<file path="src/rtl/tplay_pkg.sv">
package tplay_pkg;

  // Timestamp comparison shared by both timing modes.
  function automatic logic stamp_reached(input logic [31:0] elapsed,
                                         input logic [31:0] stamp);
    return elapsed >= stamp;
  endfunction

  // Saturating increment so an idle counter never wraps back below a stamp.
  function automatic logic [31:0] bump_sat(input logic [31:0] value,
                                           input logic [31:0] ceiling);
    return (value >= ceiling) ? value : value + 32'd1;
  endfunction

  // True when the entry at position idx is the final one of the run.
  function automatic logic is_final(input logic [31:0] idx,
                                    input logic [31:0] count);
    return (idx + 32'd1) == count;
  endfunction

endpackage

</file>
<file path="src/rtl/tplay_table.sv">
module tplay_table #(
  parameter int DEPTH  = 8,
  parameter int TS_W   = 16,
  parameter int ADDR_W = 32,
  parameter int IDX_W  = 3
) (
  input  logic              clk,
  input  logic              rst_n,
  input  logic              wr_en,
  input  logic [IDX_W-1:0]  wr_idx,
  input  logic [TS_W-1:0]   wr_stamp,
  input  logic              wr_dir,
  input  logic [ADDR_W-1:0] wr_addr,
  input  logic [IDX_W-1:0]  rd_idx,
  output logic [TS_W-1:0]   rd_stamp,
  output logic              rd_dir,
  output logic [ADDR_W-1:0] rd_addr
);

  logic [TS_W-1:0]   stamp_q [DEPTH];
  logic              dir_q   [DEPTH];
  logic [ADDR_W-1:0] addr_q  [DEPTH];

  for (genvar g = 0; g < DEPTH; g++) begin : g_slot
    logic hit;
    assign hit = wr_en && (wr_idx == IDX_W'(g));
    always_ff @(posedge clk or negedge rst_n) begin
      if (!rst_n) begin
        stamp_q[g] <= '0;
        dir_q[g]   <= 1'b0;
        addr_q[g]  <= '0;
      end else if (hit) begin
        stamp_q[g] <= wr_stamp;
        dir_q[g]   <= wr_dir;
        addr_q[g]  <= wr_addr;
      end
    end
  end

  assign rd_stamp = stamp_q[rd_idx];
  assign rd_dir   = dir_q[rd_idx];
  assign rd_addr  = addr_q[rd_idx];

endmodule

</file>
<file path="src/rtl/tplay_timer.sv">
module tplay_timer #(
  parameter int TS_W = 16
) (
  input  logic            clk,
  input  logic            rst_n,
  input  logic            clear,
  output logic [TS_W-1:0] tick
);
  import tplay_pkg::*;

  localparam logic [TS_W-1:0] TICK_MAX = '1;

  always_ff @(posedge clk or negedge rst_n) begin
    if (!rst_n)     tick <= '0;
    else if (clear) tick <= '0;
    else            tick <= TS_W'(bump_sat(32'(tick), 32'(TICK_MAX)));
  end

endmodule

</file>
<file path="src/rtl/tplay_seq.sv">
module tplay_seq #(
  parameter int TS_W  = 16,
  parameter int CNT_W = 4
) (
  input  logic             clk,
  input  logic             rst_n,
  input  logic             start,
  input  logic             mode_rel,
  input  logic [CNT_W-1:0] entry_cnt,
  input  logic             req_ready,
  input  logic             rsp_done,
  input  logic [TS_W-1:0]  stamp,
  input  logic [TS_W-1:0]  tick,
  output logic             req_valid,
  output logic [CNT_W-1:0] idx,
  output logic             finished,
  output logic             running,
  output logic             run_rel,
  output logic [CNT_W-1:0] run_cnt,
  output logic             start_take,
  output logic             rsp_take
);
  import tplay_pkg::*;

  logic wait_rsp;
  logic due;
  logic hs_fire;
  logic last_fire;

  assign start_take = start && !running;
  assign due        = stamp_reached(32'(tick), 32'(stamp));
  assign req_valid  = running && !wait_rsp && due;
  assign hs_fire    = req_valid && req_ready;
  assign last_fire  = hs_fire && is_final(32'(idx), 32'(run_cnt));
  assign rsp_take   = rsp_done && wait_rsp;

  always_ff @(posedge clk or negedge rst_n) begin
    if (!rst_n) begin
      running  <= 1'b0;
      finished <= 1'b0;
      run_rel  <= 1'b0;
      run_cnt  <= '0;
      idx      <= '0;
      wait_rsp <= 1'b0;
    end else if (start_take) begin
      running  <= (entry_cnt != '0);
      finished <= (entry_cnt == '0);
      run_rel  <= mode_rel;
      run_cnt  <= entry_cnt;
      idx      <= '0;
      wait_rsp <= 1'b0;
    end else if (last_fire) begin
      running  <= 1'b0;
      finished <= 1'b1;
      idx      <= idx + 1'b1;
      wait_rsp <= 1'b0;
    end else if (hs_fire) begin
      idx      <= idx + 1'b1;
      wait_rsp <= run_rel;
    end else if (rsp_take) begin
      wait_rsp <= 1'b0;
    end
  end

endmodule

</file>
<file path="src/rtl/traffic_player.sv">
module traffic_player #(
  parameter  int DEPTH  = 8,
  parameter  int TS_W   = 16,
  parameter  int ADDR_W = 32,
  localparam int IDX_W  = $clog2(DEPTH),
  localparam int CNT_W  = $clog2(DEPTH + 1)
) (
  input  logic              clk,
  input  logic              rst_n,
  input  logic              load_en,
  input  logic [IDX_W-1:0]  load_idx,
  input  logic [TS_W-1:0]   load_stamp,
  input  logic              load_write,
  input  logic [ADDR_W-1:0] load_addr,
  input  logic              start,
  input  logic              mode_rel,
  input  logic [CNT_W-1:0]  entry_cnt,
  output logic              req_valid,
  input  logic              req_ready,
  output logic              req_write,
  output logic [ADDR_W-1:0] req_addr,
  input  logic              rsp_done,
  output logic              finished
);

  // Named internal events, also visible to the bound checker.
  logic [TS_W-1:0]  tick;
  logic [TS_W-1:0]  cur_stamp;
  logic [CNT_W-1:0] idx;
  logic             running;
  logic             run_rel;
  logic [CNT_W-1:0] run_cnt;
  logic             start_take;
  logic             rsp_take;
  logic             timer_clear;

  assign timer_clear = start_take || rsp_take;

  tplay_table #(
    .DEPTH(DEPTH), .TS_W(TS_W), .ADDR_W(ADDR_W), .IDX_W(IDX_W)
  ) u_table (
    .clk      (clk),
    .rst_n    (rst_n),
    .wr_en    (load_en),
    .wr_idx   (load_idx),
    .wr_stamp (load_stamp),
    .wr_dir   (load_write),
    .wr_addr  (load_addr),
    .rd_idx   (idx[IDX_W-1:0]),
    .rd_stamp (cur_stamp),
    .rd_dir   (req_write),
    .rd_addr  (req_addr)
  );

  tplay_timer #(.TS_W(TS_W)) u_timer (
    .clk   (clk),
    .rst_n (rst_n),
    .clear (timer_clear),
    .tick  (tick)
  );

  tplay_seq #(.TS_W(TS_W), .CNT_W(CNT_W)) u_seq (
    .clk        (clk),
    .rst_n      (rst_n),
    .start      (start),
    .mode_rel   (mode_rel),
    .entry_cnt  (entry_cnt),
    .req_ready  (req_ready),
    .rsp_done   (rsp_done),
    .stamp      (cur_stamp),
    .tick       (tick),
    .req_valid  (req_valid),
    .idx        (idx),
    .finished   (finished),
    .running    (running),
    .run_rel    (run_rel),
    .run_cnt    (run_cnt),
    .start_take (start_take),
    .rsp_take   (rsp_take)
  );

endmodule

</file>
<file path="config.mk">
export PLATFORM = sky130hd
export DESIGN_NAME = traffic_player
export DESIGN_NICKNAME = d
export VERILOG_FILES = /design/src/rtl/tplay_pkg.sv /design/src/rtl/tplay_table.sv /design/src/rtl/tplay_timer.sv /design/src/rtl/tplay_seq.sv /design/src/rtl/traffic_player.sv
export SDC_FILE = /design/constraint.sdc
export NUM_CORES = 1
export LEC_CHECK = 0
export BUFFER_PORTS_ARGS = -buffer_cell sky130_fd_sc_hd__buf_2
export CAP_MARGIN = 15
export CORE_MARGIN = 10
export CORE_UTILIZATION = 40
export CTS_CLUSTER_DIAMETER = 80
export CTS_CLUSTER_SIZE = 12
export DETAILED_ROUTE_END_ITERATION = 6
export GPL_TIMING_DRIVEN = 1
export PLACE_DENSITY_LB_ADDON = 0.2
export SETUP_SLACK_MARGIN = 0.2
export SKIP_CTS_REPAIR_TIMING = 1
export SYNTH_ARGS = -nofsm -noshare
export SYNTH_HDL_FRONTEND = slang
export SYNTH_SLANG_ARGS = --single-unit
</file>
<file path="constraint.sdc">
create_clock -name clk -period 2.79 [get_ports clk]
set_input_delay 0.1395 -clock clk [delete_from_list [all_inputs] [get_ports clk]]
set_output_delay 0.1395 -clock clk [all_outputs]
set_load 0.1 [all_outputs]
</file>
==> impl_metrics.csv <==
group,metric,value,unit
route,via_count,10900,
route,drt-initial-drc-count,533,
cts,numCtsBuffers,41,
synth,synth-edff-count,0,
synth,syn-cell-area,19100,um^2
floorplanning,initial_core_util,40.3,%
synth,avgSynthCellArea,16.0,um^2
sta,hold_violations,0,
global_routing,grtUsageTotal,15.6,%
critical_path,cp_max_fo,11,
global_routing,grt_pass1_wl,69500,um
critical_path,crit_type,"flop to output port",
critical_path,critPathCaptureType,"output port",
global_routing,first_global_vias,11600,
sta,setup_viol,27,
critical_path,cp.required,2650,ps
route,wire_per_inst,21.9,um
synth,synthArstFlopShare,100,%
floorplanning,die_w,239,um
cts,clkSinkCount,420,
synth,postSynthNetCount,1279,
sta,worst_slack,-697,ps
sta,worst_slew_pin_slew,811,ps
layout,stdcell_count,2000,
route,wirelength,43700,um
floorplanning,dieHeight,239,um
synth,synth_area_leaders,"dfrtp_1 (55%), mux2_2 (25%), mux4_2 (12%)",
cts,clockBufferDepth,3,
floorplanning,io_pins,98,
sta,slew_violations,0,
synth,netlist_instances,1198,
hold_path,hp-class,"primary input to flop",
job,maxCapViolCount,0,
floorplanning,die_area,56900,um^2
sta,skew,16.6,ps
route,met3WireLength,1510,um
placement,dp_cells,1891,
route,dr_wl_met2,20200,um
cts,clk_latency,560,ps
synth,ys_seq_area_share,55.0,%
pwr,p_per_area,859,nW/um^2
placement,place_congestion,0.745,
status,violations,"setup timing",
critical_path,worstPathArrival,3350,ps
route,viasPerCell,5.44,
sta,post-route-period-util,125,%
cts,ctsHtreeMaxLevel,2,
cts,clkSlewWorstSetupHoldPaths,60,ps
critical_path,cp-start-kind,"flop",
route,drtAntennaViolNets,0,
global_routing,gr-total-overflow,0,
layout,fillers,4162,
route,wl_met1,21100,um
synth,yosysTopAreaCellShare,55.0,%
pwr,vdd_ir_drop_max,0.598,mV
sta,grt_setup_unrepaired,"true",
sta,fmax,0.287,GHz
cts,cts_tree,"done",
placement,dp_hpwl,25900,um
status,outcome,"finished, violations left",
placement,port_buffers,97,
pwr,power,19.5,mW
pwr,p_leak,9.49,nW
cts,cts-root-buf,"clkbuf_16",
route,drt-pass1-iter-count,4,
floorplanning,core,47400,um^2
sta,slew_headroom,45.9,%
synth,ys.flop_type,"dfrtp_1",
sta,min_period,3490,ps
synth,synth-seq-cells,420,
layout,nNetsFinal,1457,
synth,synth_warnings,0,
route,drcViolationCount,0,
floorplanning,rows,80,
layout,drive_above_1_share,53.2,%
synth,synthDistinctLibCells,42,
global_routing,antenna_found_initial,2,
layout,syn_to_final_growth,18.9,%
route,routed.top_layer,"met4",
synth,yosysTopAreaCell,"dfrtp_1",
global_routing,grt_max_degree,74,
## power breakdown
part | total (mW) | switching [mW] | internal, mW | leakage, nW
sequential | 8.20 | 0.734 | 7.46 | 5.06
clock | 4.98 | 2.24 | 2.73 | 0.542
combinational | 6.35 | 3.42 | 2.93 | 3.89
total | 19.5 | 6.40 | 13.1 | 9.49
## layer usage
metal  up-vias  GRT usage [%]
li1       4832              -
met4         0           4.62
met1      5859           21.9
met5         -              0
met2       133           24.3
met3        53           2.88
## cell usage after synthesis, drive strengths merged (2+ instances only)
cell / instances
a211oi: 5
a21oi: 6
a311oi: 3
and3: 3
and4: 4
buf: 52
clkbuf: 18
dfrtp: 420
ha: 18
inv: 6
mux2: 426
mux2i: 18
mux4: 98
nand2: 32
nand3: 5
nand4: 7
nand4b: 3
nor2: 26
nor2b: 2
nor3: 5
nor3b: 3
nor4: 4
o21ai: 8
or3: 2
xnor2: 9
xor2: 7
## cells by family after synthesis
logic type / after synthesis / share of synthesized area [%]
flip-flops: 420 / 55.0
XOR/XNOR: 16 / 0.733
adder cells (fa/ha/maj): 18 / 1.18
AND/OR/NAND/NOR: 98 / 2.73
AO/OA/AOI/OAI: 28 / 0.995
buffers and inverters: 76 / 1.77
multiplexers: 542 / 37.6
## registers in the layout, indices dropped and copies added (netlist names), 4 cells and up
signal and cells:
u_timer.tick 16, u_seq.idx 4, u_table.addr_q 256, u_table.dir_q 8
u_table.stamp_q 128, u_seq.run_cnt 4
## per-stage QoR
stage | cell area, um^2 | utilization, % | setup TNS, ps | worst slack [ps] | hold slack [ps]
floorplan | 19200 | - | -404 | -349 | -156
global placement | 20800 | 43.9 | -1220 | -199 | 113
detailed placement | 20800 | 43.9 | -1530 | -243 | 118
CTS | 21900 | 46.2 | -13780 | -822 | -491
global route | 22700 | 47.9 | -14890 | -852 | 81.2
finish | 22700 | 47.9 | -9670 | -697 | 69.6
## critical path, stage by stage, from the launching register on
cell      delay (ps)
dfrtp_4          500
buf_12           170
buf_4            140
mux4_2           500
mux2i_2          210
ha_1             180
nand3_1           90
a211oi_2         180
o21ai_1          110
buf_4            160
a311oi_4         320
buf_12           220
## final timing paths
kind / depth (start not counted) / end / start / slack, ps
max: 11 / req_valid / u_seq.idx[0] / -700
min: 4 / u_seq.run_rel / start / 70
max reg2reg: 9 / u_seq.idx[0] / u_seq.idx[0] / -150
min reg2reg: 2 / u_seq.run_rel / u_seq.run_rel / 490
max in group asynchronous: 3 / u_table.addr_q[84] / rst_n / 1660
min in group asynchronous: 2 / u_table.addr_q[253] / rst_n / 110
## cell usage in the layout (no fill, tap or decap), drive strengths merged
cell / n
a211oi: 5
a21o: 1
a21oi: 6
a311oi: 3
a31oi: 1
a32o: 1
and3: 3
and4: 4
buf: 149
clkbuf: 46
clkinv: 1
clkinvlp: 1
dfrtp: 420
diode: 3
dlygate4sd3: 56
ha: 18
inv: 7
mux2: 426
mux2i: 18
mux4: 98
nand2: 32
nand2b: 1
nand3: 5
nand3b: 1
nand4: 7
nand4b: 3
nor2: 26
nor2b: 2
nor3: 5
nor3b: 3
nor4: 4
o2111a: 1
o2111ai: 1
o21ai: 8
o22ai: 1
or3: 2
xnor2: 9
xor2: 7
## layout make-up
type | count | area, um^2 | area share [%]
Clock inverter | 3 | 25.0 | 0.110
Multi-Input combinational cell | 702 | 8360 | 36.8
Tap cell | 615 | 769 | 3.39
Sequential cell | 420 | 10500 | 46.3
Timing Repair Buffer | 205 | 1940 | 8.53
Clock buffer | 46 | 1090 | 4.78
Inverter | 6 | 22.5 | 0.0991
Antenna cell | 3 | 7.51 | 0.0330
(Power assumes the default switching activity.)
